## config.mk

```make
export PLATFORM = sky130hd
export DESIGN_NAME = sdmmc_cmd_seq
export DESIGN_NICKNAME = d
export VERILOG_FILES = /design/src/rtl/sdmmc_cmd_pkg.sv /design/src/rtl/sdmmc_resp_check.sv /design/src/rtl/sdmmc_resp_fifo.sv /design/src/rtl/sdmmc_irq_ctrl.sv /design/src/rtl/sdmmc_cmd_seq.sv
export SDC_FILE = /design/constraint.sdc
export NUM_CORES = 1
export LEC_CHECK = 0
export ABC_AREA = 0
export BUFFER_PORTS_ARGS = -buffer_cell sky130_fd_sc_hd__buf_2
export CORE_MARGIN = 10
export CORE_UTILIZATION = 35
export CTS_CLUSTER_SIZE = 28
export DETAILED_ROUTE_END_ITERATION = 7
export PLACE_DENSITY = 0.63
export SLEW_MARGIN = 10
export SYNTH_ARGS = -nofsm -noshare
export SYNTH_HDL_FRONTEND = slang
export SYNTH_SLANG_ARGS = --single-unit
```

## constraint.sdc

```tcl
create_clock -name clk -period 7.3 [get_ports clk]
set_input_delay 0.73 -clock clk [delete_from_list [all_inputs] [get_ports clk]]
set_output_delay 0.73 -clock clk [all_outputs]
set_load 0.01 [all_outputs]
```

## src/rtl/sdmmc_cmd_pkg.sv

```systemverilog
package sdmmc_cmd_pkg;
   // register word addresses
   localparam int RA_CLK    = 0;
   localparam int RA_STAT   = 1;
   localparam int RA_CTRL   = 2;
   localparam int RA_BLKLEN = 3;
   localparam int RA_NUMBLK = 4;
   localparam int RA_MASK   = 5;
   localparam int RA_PEND   = 6;
   localparam int RA_INDEX  = 7;
   localparam int RA_ARGH   = 8;
   localparam int RA_ARGL   = 9;
   localparam int RA_RESP   = 10;
   localparam int RA_BYTES  = 11;

   // status bits
   localparam int ST_TOUT   = 1;
   localparam int ST_CLK    = 8;
   localparam int ST_RESPOK = 13;
   // control word bits
   localparam int CT_DATA   = 2;
   localparam int CT_DMA    = 7;
   localparam int CT_STOP   = 10;
   localparam logic [15:0] CTRL_KEEP = 16'h3dff;
   // pending bits
   localparam int PD_END    = 2;
   localparam int PD_CLKOFF = 4;
   localparam int PD_RXREQ  = 5;
   localparam int PD_TXREQ  = 6;
   localparam int PEND_W    = 13;

   typedef enum logic {SQ_IDLE, SQ_WAIT} seq_state_e;
endpackage

```

## src/rtl/sdmmc_resp_check.sv

```systemverilog
module sdmmc_resp_check #(
   parameter int RCNT_W    = 5,
   parameter int SHORT_MIN = 4,
   parameter int LONG_MIN  = 16
) (
   input  logic [1:0]        rtype,
   input  logic [RCNT_W-1:0] count,
   output logic              ok
);
   logic [31:0] need;
   always_comb begin
      unique case (rtype)
         2'd0:    need = 32'd0;
         2'd2:    need = 32'(LONG_MIN);
         default: need = 32'(SHORT_MIN);
      endcase
      ok = 32'(count) >= need;
   end
endmodule

```

## src/rtl/sdmmc_resp_fifo.sv

```systemverilog
module sdmmc_resp_fifo #(
   parameter int ENTRIES   = 9,
   parameter int MAX_BYTES = 16,
   parameter int RCNT_W    = 5
) (
   input  logic                   clk,
   input  logic                   rst_n,
   input  logic                   clear,
   input  logic                   load,
   input  logic [RCNT_W-1:0]      count,
   input  logic [8*MAX_BYTES-1:0] bytes,
   input  logic                   pop,
   output logic [15:0]            head
);
   localparam int PTR_W = $clog2(ENTRIES + 1);

   logic [15:0]      ent [ENTRIES];
   logic [PTR_W-1:0] ptr;

   for (genvar e = 0; e < ENTRIES; e++) begin : g_ent
      logic [7:0] lo_b, hi_b;
      if (2*e < MAX_BYTES) begin : g_lo
         assign lo_b = (32'(count) > 2*e) ? bytes[16*e +: 8] : 8'h00;
      end else begin : g_lo_none
         assign lo_b = 8'h00;
      end
      if (2*e+1 < MAX_BYTES) begin : g_hi
         assign hi_b = (32'(count) > 2*e+1) ? bytes[16*e+8 +: 8] : 8'h00;
      end else begin : g_hi_none
         assign hi_b = 8'h00;
      end
      always_ff @(posedge clk or negedge rst_n) begin
         if (!rst_n)      ent[e] <= '0;
         else if (clear)  ent[e] <= '0;
         else if (load)   ent[e] <= {hi_b, lo_b};
      end
   end

   always_ff @(posedge clk or negedge rst_n) begin
      if (!rst_n)                                ptr <= '0;
      else if (clear)                            ptr <= '0;
      else if (pop && 32'(ptr) < ENTRIES)        ptr <= ptr + 1'b1;
   end

   assign head = (32'(ptr) < ENTRIES) ? ent[ptr] : 16'h0000;
endmodule

```

## src/rtl/sdmmc_irq_ctrl.sv

```systemverilog
module sdmmc_irq_ctrl #(
   parameter int NBITS     = 13,
   parameter bit DMA_ROUTE = 1'b1,
   parameter int RX_BIT    = 5,
   parameter int TX_BIT    = 6
) (
   input  logic             clk,
   input  logic             rst_n,
   input  logic [NBITS-1:0] set_bits,
   input  logic [NBITS-1:0] clr_bits,
   input  logic             mask_we,
   input  logic [NBITS-1:0] mask_wdata,
   input  logic             dma_en,
   output logic [NBITS-1:0] pend,
   output logic [NBITS-1:0] mask,
   output logic             irq,
   output logic             dma_rx,
   output logic             dma_tx
);
   logic [NBITS-1:0] route_mask;

   always_ff @(posedge clk or negedge rst_n) begin
      if (!rst_n) begin
         pend <= '0;
         mask <= '0;
      end else begin
         pend <= (pend & ~clr_bits) | set_bits;
         if (mask_we) mask <= mask_wdata;
      end
   end

   if (DMA_ROUTE) begin : g_dma
      always_comb begin
         route_mask = '0;
         route_mask[RX_BIT] = dma_en;
         route_mask[TX_BIT] = dma_en;
      end
      assign dma_rx = dma_en & pend[RX_BIT];
      assign dma_tx = dma_en & pend[TX_BIT];
   end else begin : g_nodma
      assign route_mask = '0;
      assign dma_rx = 1'b0;
      assign dma_tx = 1'b0;
   end

   assign irq = |(pend & ~(mask | route_mask));
endmodule

```

## src/rtl/sdmmc_cmd_seq.sv

```systemverilog
module sdmmc_cmd_seq
   import sdmmc_cmd_pkg::*;
#(
   parameter int ADDR_W         = 4,
   parameter int BLK_W          = 12,
   parameter int NUM_W          = 16,
   parameter int RESP_ENTRIES   = 9,
   parameter int RESP_MAX_BYTES = 16,
   parameter int RCNT_W         = $clog2(RESP_MAX_BYTES + 1),
   parameter bit DMA_ROUTE      = 1'b1,
   localparam int CNT_W         = BLK_W + NUM_W
) (
   input  logic                        clk,
   input  logic                        rst_n,
   input  logic                        reg_wr,
   input  logic                        reg_rd,
   input  logic [ADDR_W-1:0]           reg_addr,
   input  logic [31:0]                 reg_wdata,
   output logic [31:0]                 reg_rdata,
   output logic                        card_cmd_valid,
   output logic [5:0]                  card_cmd_index,
   output logic [31:0]                 card_cmd_arg,
   input  logic                        card_resp_valid,
   input  logic [RCNT_W-1:0]           card_resp_count,
   input  logic [8*RESP_MAX_BYTES-1:0] card_resp_bytes,
   input  logic [1:0]                  fifo_req_set,
   output logic                        irq,
   output logic                        dma_rx_req,
   output logic                        dma_tx_req,
   output logic                        xfer_active,
   output logic [CNT_W-1:0]            data_bytes_left
);
   // elaboration-time parameter checks
   if (ADDR_W < 4)                          begin : g_bad_addr $fatal(1, "ADDR_W too small"); end
   if (2*RESP_ENTRIES < RESP_MAX_BYTES)     begin : g_bad_fifo $fatal(1, "FIFO too shallow"); end
   if (RESP_MAX_BYTES < 16)                 begin : g_bad_max  $fatal(1, "long answer needs 16 bytes"); end
   if (CNT_W > 32)                          begin : g_bad_cnt  $fatal(1, "byte counter too wide"); end
   if ((1 << RCNT_W) <= RESP_MAX_BYTES)     begin : g_bad_rcnt $fatal(1, "RCNT_W too small"); end

   localparam logic [ADDR_W-1:0] A_CLK    = ADDR_W'(RA_CLK);
   localparam logic [ADDR_W-1:0] A_STAT   = ADDR_W'(RA_STAT);
   localparam logic [ADDR_W-1:0] A_CTRL   = ADDR_W'(RA_CTRL);
   localparam logic [ADDR_W-1:0] A_BLKLEN = ADDR_W'(RA_BLKLEN);
   localparam logic [ADDR_W-1:0] A_NUMBLK = ADDR_W'(RA_NUMBLK);
   localparam logic [ADDR_W-1:0] A_MASK   = ADDR_W'(RA_MASK);
   localparam logic [ADDR_W-1:0] A_PEND   = ADDR_W'(RA_PEND);
   localparam logic [ADDR_W-1:0] A_INDEX  = ADDR_W'(RA_INDEX);
   localparam logic [ADDR_W-1:0] A_ARGH   = ADDR_W'(RA_ARGH);
   localparam logic [ADDR_W-1:0] A_ARGL   = ADDR_W'(RA_ARGL);
   localparam logic [ADDR_W-1:0] A_RESP   = ADDR_W'(RA_RESP);
   localparam logic [ADDR_W-1:0] A_BYTES  = ADDR_W'(RA_BYTES);

   // architectural state
   seq_state_e          state_q;
   logic [15:0]         status_q, status_d;
   logic [15:0]         ctrl_q;
   logic [BLK_W-1:0]    blklen_q;
   logic [NUM_W-1:0]    numblk_q;
   logic [5:0]          index_q;
   logic [31:0]         arg_q;
   logic                armed_q, active_q, cmd_valid_q;
   logic [CNT_W-1:0]    bytes_q;

   // decode
   logic wr_clk, wr_ctrl, clk_start, clk_stop;
   logic issue_ctrl, issue_clk, issue_go, resp_take, resp_ok, clk_running;
   logic fifo_pop;
   logic [15:0] fifo_head;
   logic [PEND_W-1:0] pend, mask, pend_set, pend_clr;

   assign wr_clk      = reg_wr && (reg_addr == A_CLK);
   assign wr_ctrl     = reg_wr && (reg_addr == A_CTRL);
   assign clk_start   = wr_clk && reg_wdata[1];
   assign clk_stop    = wr_clk && reg_wdata[0];
   assign clk_running = status_q[ST_CLK];

   assign issue_ctrl  = wr_ctrl && !reg_wdata[CT_STOP] && clk_running;
   assign issue_clk   = clk_start && !clk_stop && armed_q && !ctrl_q[CT_STOP];
   assign issue_go    = issue_ctrl || issue_clk;
   assign resp_take   = (state_q == SQ_WAIT) && card_resp_valid && !wr_ctrl && !clk_stop;
   assign fifo_pop    = reg_rd && (reg_addr == A_RESP);

   sdmmc_resp_check #(
      .RCNT_W(RCNT_W), .SHORT_MIN(4), .LONG_MIN(16)
   ) u_check (
      .rtype(ctrl_q[1:0]), .count(card_resp_count), .ok(resp_ok)
   );

   sdmmc_resp_fifo #(
      .ENTRIES(RESP_ENTRIES), .MAX_BYTES(RESP_MAX_BYTES), .RCNT_W(RCNT_W)
   ) u_fifo (
      .clk(clk), .rst_n(rst_n),
      .clear(issue_go), .load(resp_take && resp_ok),
      .count(card_resp_count), .bytes(card_resp_bytes),
      .pop(fifo_pop), .head(fifo_head)
   );

   always_comb begin
      pend_set = '0;
      pend_set[PD_END]    = resp_take;
      pend_set[PD_CLKOFF] = clk_stop;
      pend_set[PD_RXREQ]  = fifo_req_set[0];
      pend_set[PD_TXREQ]  = fifo_req_set[1];
      pend_clr = '0;
      if (reg_wr && reg_addr == A_PEND) pend_clr = reg_wdata[PEND_W-1:0];
      if (clk_start)                    pend_clr[PD_CLKOFF] = 1'b1;
   end

   sdmmc_irq_ctrl #(
      .NBITS(PEND_W), .DMA_ROUTE(DMA_ROUTE), .RX_BIT(PD_RXREQ), .TX_BIT(PD_TXREQ)
   ) u_irq (
      .clk(clk), .rst_n(rst_n),
      .set_bits(pend_set), .clr_bits(pend_clr),
      .mask_we(reg_wr && reg_addr == A_MASK), .mask_wdata(reg_wdata[PEND_W-1:0]),
      .dma_en(ctrl_q[CT_DMA]),
      .pend(pend), .mask(mask), .irq(irq), .dma_rx(dma_rx_req), .dma_tx(dma_tx_req)
   );

   // status next state
   always_comb begin
      status_d = status_q;
      if (resp_take) begin
         if (resp_ok) status_d[ST_RESPOK] = 1'b1;
         else         status_d[ST_TOUT]   = 1'b1;
      end
      if ((wr_ctrl && !reg_wdata[CT_STOP]) || issue_clk)
         status_d = status_d & (16'h1 << ST_CLK);
      if (clk_start) status_d[ST_CLK] = 1'b1;
      if (clk_stop)  status_d[ST_CLK] = 1'b0;
   end

   // sequencer and configuration registers
   always_ff @(posedge clk or negedge rst_n) begin
      if (!rst_n) begin
         state_q     <= SQ_IDLE;
         status_q    <= '0;
         ctrl_q      <= '0;
         blklen_q    <= '0;
         numblk_q    <= '0;
         index_q     <= '0;
         arg_q       <= '0;
         armed_q     <= 1'b0;
         active_q    <= 1'b0;
         cmd_valid_q <= 1'b0;
         bytes_q     <= '0;
      end else begin
         status_q    <= status_d;
         cmd_valid_q <= issue_go;

         if (clk_stop)       state_q <= SQ_IDLE;
         else if (issue_go)  state_q <= SQ_WAIT;
         else if (resp_take) state_q <= SQ_IDLE;
         else if (wr_ctrl)   state_q <= SQ_IDLE;

         if (issue_go)     armed_q <= 1'b0;
         else if (wr_ctrl) armed_q <= 1'b1;

         if (resp_take && resp_ok && ctrl_q[CT_DATA]) begin
            active_q <= 1'b1;
            bytes_q  <= CNT_W'(blklen_q) * CNT_W'(numblk_q);
         end
         if (wr_ctrl || clk_stop) active_q <= 1'b0;

         if (reg_wr) begin
            unique case (reg_addr)
               A_CTRL:   ctrl_q   <= reg_wdata[15:0] & CTRL_KEEP;
               A_BLKLEN: blklen_q <= reg_wdata[BLK_W-1:0];
               A_NUMBLK: numblk_q <= reg_wdata[NUM_W-1:0];
               A_INDEX:  index_q  <= reg_wdata[5:0];
               A_ARGH:   arg_q[31:16] <= reg_wdata[15:0];
               A_ARGL:   arg_q[15:0]  <= reg_wdata[15:0];
               default: ;
            endcase
         end
      end
   end

   // registered read port
   always_ff @(posedge clk or negedge rst_n) begin
      if (!rst_n) reg_rdata <= '0;
      else if (reg_rd) begin
         unique case (reg_addr)
            A_STAT:   reg_rdata <= {16'h0, status_q};
            A_CTRL:   reg_rdata <= {16'h0, ctrl_q};
            A_BLKLEN: reg_rdata <= 32'(blklen_q);
            A_NUMBLK: reg_rdata <= 32'(numblk_q);
            A_MASK:   reg_rdata <= 32'(mask);
            A_PEND:   reg_rdata <= 32'(pend);
            A_INDEX:  reg_rdata <= {25'h0, 1'b1, index_q};
            A_ARGH:   reg_rdata <= {16'h0, arg_q[31:16]};
            A_ARGL:   reg_rdata <= {16'h0, arg_q[15:0]};
            A_RESP:   reg_rdata <= {16'h0, fifo_head};
            A_BYTES:  reg_rdata <= 32'(bytes_q);
            default:  reg_rdata <= '0;
         endcase
      end
   end

   assign card_cmd_valid  = cmd_valid_q;
   assign card_cmd_index  = index_q;
   assign card_cmd_arg    = arg_q;
   assign xfer_active     = active_q;
   assign data_bytes_left = bytes_q;
endmodule

```

**Yosys cells after proc, flatten, opt, wreduce, memory -nomap -nowiden**

Index checks and enable logic that the tools add are counted.
W data, S select, Z words.

- Multipliers: 1
- Add/subtract/negate cells: 1
- Bitwise operators: 9
- Magnitude comparators: 19
- Reduce and logical (&&, ||, !) cells: 44
- Equality and inequality tests: 13
- Multiplexer cells: 59

Operators by type and width:

| kind | number |
|---|---|
| $mux W16 | 21 |
| $pmux W28 S11 | 1 |
| $mux W8 | 16 |
| $bmux W16 S4 | 1 |
| $gt A5 B4 Y1 const B | 8 |
| $mul A12 B16 Y28 | 1 |
| $and A13 B13 Y13 | 2 |
| $not A13 Y13 | 2 |
| $or A13 B7 Y13 | 2 |
| $gt A5 B3 Y1 const B | 4 |
| $logic_and A1 B1 Y1 | 18 |
| $eq A4 B3 Y1 const B | 4 |
| $eq A4 B4 Y1 const B | 4 |
| $reduce_and A2 Y1 | 8 |
| $mux W1 | 15 |
| $mux W14 | 1 |
| $reduce_bool A2 Y1 | 7 |
| $mux W13 | 1 |
| $reduce_or A13 Y1 | 1 |
| $gt A5 B1 Y1 const B | 2 |
| $gt A5 B2 Y1 const B | 2 |
| $pmux W5 S2 | 1 |
| $eq A4 B2 Y1 const B | 2 |
| $mux W4 | 2 |
| other kinds (14) | 20 |

- Register bits after elaboration: 320

**Longest topological paths before layout**

- Word-level depth: 11
- Gate-level depth with buffers: 21

**Modules after synthesis**

From an unflattened synthesis, not the netlist that was laid out.

- Cells, all modules: 1976
- Area, all modules: 20349.5 sq um

Modules (own cells, without submodules):

| module | times used | area an instance (sq um) | cells each |
|---|---|---|---|
| sdmmc_cmd_seq | 1 | 12881.1 | 1359 |
| sdmmc_resp_fifo | 1 | 6352.3 | 527 |
| sdmmc_irq_ctrl | 1 | 1056.0 | 82 |
| sdmmc_resp_check | 1 | 60.1 | 8 |

**Least setup slack after synthesis**

Ideal clock, no wire load.

- Kind: reg-to-reg
- Start: register blklen_q[3]
- End: register bytes_q[25] (netlist: data_bytes_left[25])
- Required time: 7169 ps
- Library setup time: 131 ps
- Stages on the path, launching flop included: 21
- Slack: 2173 ps
- Arrival: 4997 ps
- Cells stage by stage: dfrtp_1 clkbuf_1 clkbuf_1 nand2_1 fa_1 inv_1 fa_1 fa_1 fa_1 inv_1 fa_1 inv_1 ha_1 buf_2 a211o_1 a21oi_1 o21ai_0 a31o_2 a31oi_1 xor2_1 o21ai_1

- Longest elaborated chain between the ends: 1

RTL lines:

| what | RTL line | RTL |
|---|---|---|
| from (decl) | sdmmc_cmd_seq.sv:57 | `logic [BLK_W-1:0] blklen_q;` |
| from (signal assigned) | sdmmc_cmd_seq.sv:167 | `A_BLKLEN: blklen_q <= reg_wdata[BLK_W-1:0];` |
| $mul A12 B16 Y28 | sdmmc_cmd_seq.sv:160 | `bytes_q <= CNT_W'(blklen_q) * CNT_W'(numblk_q);` |
| to (signal assigned) | sdmmc_cmd_seq.sv:160 |  |
| to (decl) | sdmmc_cmd_seq.sv:62 | `logic [CNT_W-1:0] bytes_q;` |

Every way passes these cells.
A chain may end at the register's enable or synchronous reset.

**Worst setup path after layout**

- Start: register blklen_q[6]
- End: register bytes_q[27] (netlist: data_bytes_left[27])

Same word-level chain as after synthesis.

==> metrics <==
peak supply drop 0.506 mV; GR Overflow Total 0; Tcrit/Tclk final 0.766; worst-margin pin slew 1.12 ns; Site Rows 87; dominant cell type by area after synthesis dfrtp_1; fin area 0.0229 sq mm; Lkg Pwr 0.0110 uW; core area 0.0563 sq mm; Post-Syn Area 0.0198 sq mm; Setup violations, final 0; initial antenna violation count 5; I/O Buffers 258; Post-CTS Setup Inserts 0; drt first pass iters 6; Top Layer Used met5; crit path buf inv count 4; Area Overhead vs Synth 15.3%; die area 0.0665 sq mm; critical path launch point type register; Placer Congestion 0.885; Seq cells post-synth 300; Crit-path slowest cell dfrtp_1; HP Class input port to async pin; post-cts sizing count 0; Die Y 258 microns; drt total wl 63,100 microns; top cells by area, synth dfrtp_1 38%, fa_1 14%, mux2_2 6.5%; post-route ant nets 0; TritonCTS buffer count 36; Most used DFF post-synth dfrtp_1; Slew Limit Fails 0; Period minus WS final 5.59 ns; PwrDens 498 mW/mm^2; CTS tree done; Die X-Extent 258 microns; Relative slew margins 0.253; RSZ-0062 raised after global routing no; DRC Markers 0; Fin Clk Skew 0.0249 ns; number of synthesized flops with an enable pin 0; CP Data Arrival Time 6.00 ns; Seq/Total Area, Yosys 0.379; Fillers 5,474; Synth warnings 0; max cap viols 0; Mapped Cells 1,884; I/O pin count 279; total negative slack 0 ns; CTS Hold Bufs 0; Starting Density 0.352; Num Clock Sinks 300; H-Tree Depth 2; synthesized area per cell 10.5 sq um; Unique masters post-synth 74; Synth top area share 0.379; Final Net Count 2,459; Iter 0 DRT Violations 1,157; overall routing resource usage 0.187; critical path capture point type register; Final Hold Fails 0; Clk pin slew, worst setup/hold paths 0.06 ns; Final Power 11,400 uW; slowest cell delay on critical path 0.65 ns; f_max 0.179 GHz; met3 wire len 4480 microns; DRT met1 WL 27,000 microns; CP required 7.70 ns; clock root cell clkbuf_16; routed wl met2 29,300 microns; type of the worst setup path register to register; DR vias/cell 5.35; crit-path cells and2_1 > fa_1 > inv_1 > fa_1 > inv_1 > fa_1 > fa_1 > inv_1 > fa_1 > inv_1 > ha_1 > nand4_1 > nand2b_1 > a211oi_1 > nor3_1 > o31ai_1 > xnor2_1 > o21ai_1; global-route wire length before repair 97,300 microns; maximum fanout along the worst path 18; Clock Path Buffers 3; vias post-DR 15.3k; delay-heaviest family, CP adder cells; largest net degree at the start of global routing 179; most numerous cell on the critical path fa_1; post-DR wirelength/cell 22.1 microns; number of global-route vias before repair 15.8k; ys async rst share 1.00; clk_lat worst skew 0.56 ns; Area after DPL 0.0216 sq mm; share of cells above drive strength 1 0.239; status completed; DP Wirelength 47,100 microns
==> placed cells by master, fill, tap and decap left out, types with 5 or more instances in the layout <==
| master | n |
|---|---|
| a21boi_0 | 6 |
| a21o_1 | 8 |
| a21oi_1 | 87 |
| a21oi_4 | 7 |
| a221oi_1 | 5 |
| a222oi_1 | 9 |
| a22o_1 | 94 |
| a22oi_1 | 25 |
| and2_1 | 75 |
| and3_1 | 6 |
| buf_2 | 257 |
| buf_4 | 8 |
| clkbuf_1 | 5 |
| clkbuf_16 | 38 |
| clkbuf_8 | 7 |
| clkinv_2 | 5 |
| dfrtp_1 | 299 |
| fa_1 | 140 |
| ha_1 | 73 |
| inv_1 | 231 |
| mux2_2 | 115 |
| mux2i_1 | 9 |
| mux4_2 | 32 |
| nand2_1 | 256 |
| nand2b_1 | 8 |
| nand3_1 | 60 |
| nand4_1 | 9 |
| nor2_1 | 26 |
| nor2b_1 | 8 |
| nor3_1 | 5 |
| o21a_1 | 6 |
| o21ai_0 | 49 |
| o21ai_1 | 5 |
| o22ai_1 | 21 |
| xnor2_1 | 14 |
| xor2_1 | 10 |
==> where the power goes <==
group	internal [uW]	switching, uW
logic	2920	4130
registers	1970	487
clock network	1130	754
total	6020	5370
==> kinds of logic (layout without fill, tap and decap cells) <==
family / count (synthesis) / count (layout) / synth area share
AO/OA/AOI/OAI: 362 / 362 / 0.131
XOR/XNOR: 24 / 24 / 0.0106
adder cells (fa/ha/maj): 213 / 213 / 0.188
buffers and inverters: 354 / 562 / 0.0718
flip-flops: 300 / 300 / 0.379
multiplexers: 156 / 156 / 0.106
other: 1 / 8 / 0.000189
AND/OR/NAND/NOR: 474 / 474 / 0.113
==> worst reg2reg max path, stage by stage, from the launching register on <==
cell and delay [ns]:
dfrtp_1 0.65, and2_1 0.31, fa_1 0.53, inv_1 0.06, fa_1 0.54, inv_1 0.05
fa_1 0.45, fa_1 0.54, inv_1 0.06, fa_1 0.47, inv_1 0.04, ha_1 0.44
nand4_1 0.18, nand2b_1 0.17, a211oi_1 0.24, nor3_1 0.16, o31ai_1 0.32, xnor2_1 0.15
o21ai_1 0.07
==> layer usage <==
layer  track usage  vias to the layer above
met5             0                        -
met4        0.0714                        2
met3        0.0336                      114
met2         0.297                      640
met1         0.251                     7758
li1              -                     6758
==> metrics by stage <==
step           hold WS (ns)  utilization  cells  worst slack, ns
2_1_floorplan         0.434            -   1887             2.17
5_1_grt               0.325        0.406   2855             1.48
3_3_place_gp          0.466        0.384   2788             1.73
6_report              0.237        0.406   2855             1.71
3_5_place_dp          0.484        0.384   2788             1.73
4_1_cts               0.306        0.406   2851             1.74
==> sequential cells by signal, summed over array words and instances, names as in the netlist, 12 cells and up <==
register and cells:
numblk_q 16, ctrl_q 13, u_irq.pend 13, data_bytes_left 28, blklen_q 12, card_cmd_arg 32, u_fifo.ent 128, reg_rdata 28
u_irq.mask 13
==> cells in the mapped netlist (10+ instances only) <==
master	n
xnor2_1	14
xor2_1	10
mux2_2	115
and2_1	75
nand3_1	60
dfrtp_1	300
fa_1	140
nand2_1	256
buf_2	36
o21ai_0	49
a21oi_1	87
mux4_2	32
ha_1	73
o22ai_1	21
inv_1	231
nor2_1	26
a22oi_1	25
a22o_1	94
clkbuf_1	67
==> path summary, 6_finish.rpt <==
kind	startpoint	end	slack, ns	cells past startpoint
worst min-delay path	rst_n	u_fifo.ent[82]	0.24	1
max in group asynchronous	rst_n	data_bytes_left[1]	5.43	2
min in group clk	fifo_req_set[0]	u_irq.pend[5]	0.35	2
worst min register to register	u_irq.pend[2]	u_irq.pend[2]	0.50	2
worst max register to register	blklen_q[6]	data_bytes_left[27]	1.71	18
worst max-delay path	blklen_q[6]	data_bytes_left[27]	1.71	18
==> area by class of cell <==
cell class	instances	area [sq um]	area share
Clock buffer	50	1070	0.0466
Sequential cell	300	7510	0.328
Clock inverter	13	169	0.00739
Tap cell	756	946	0.0414
Timing Repair Buffer	267	1380	0.0604
Multi-Input combinational cell	1233	10900	0.477
Inverter	232	871	0.0381
Antenna cell	4	10.0	0.000438
Power figures use the tool's default switching activity.
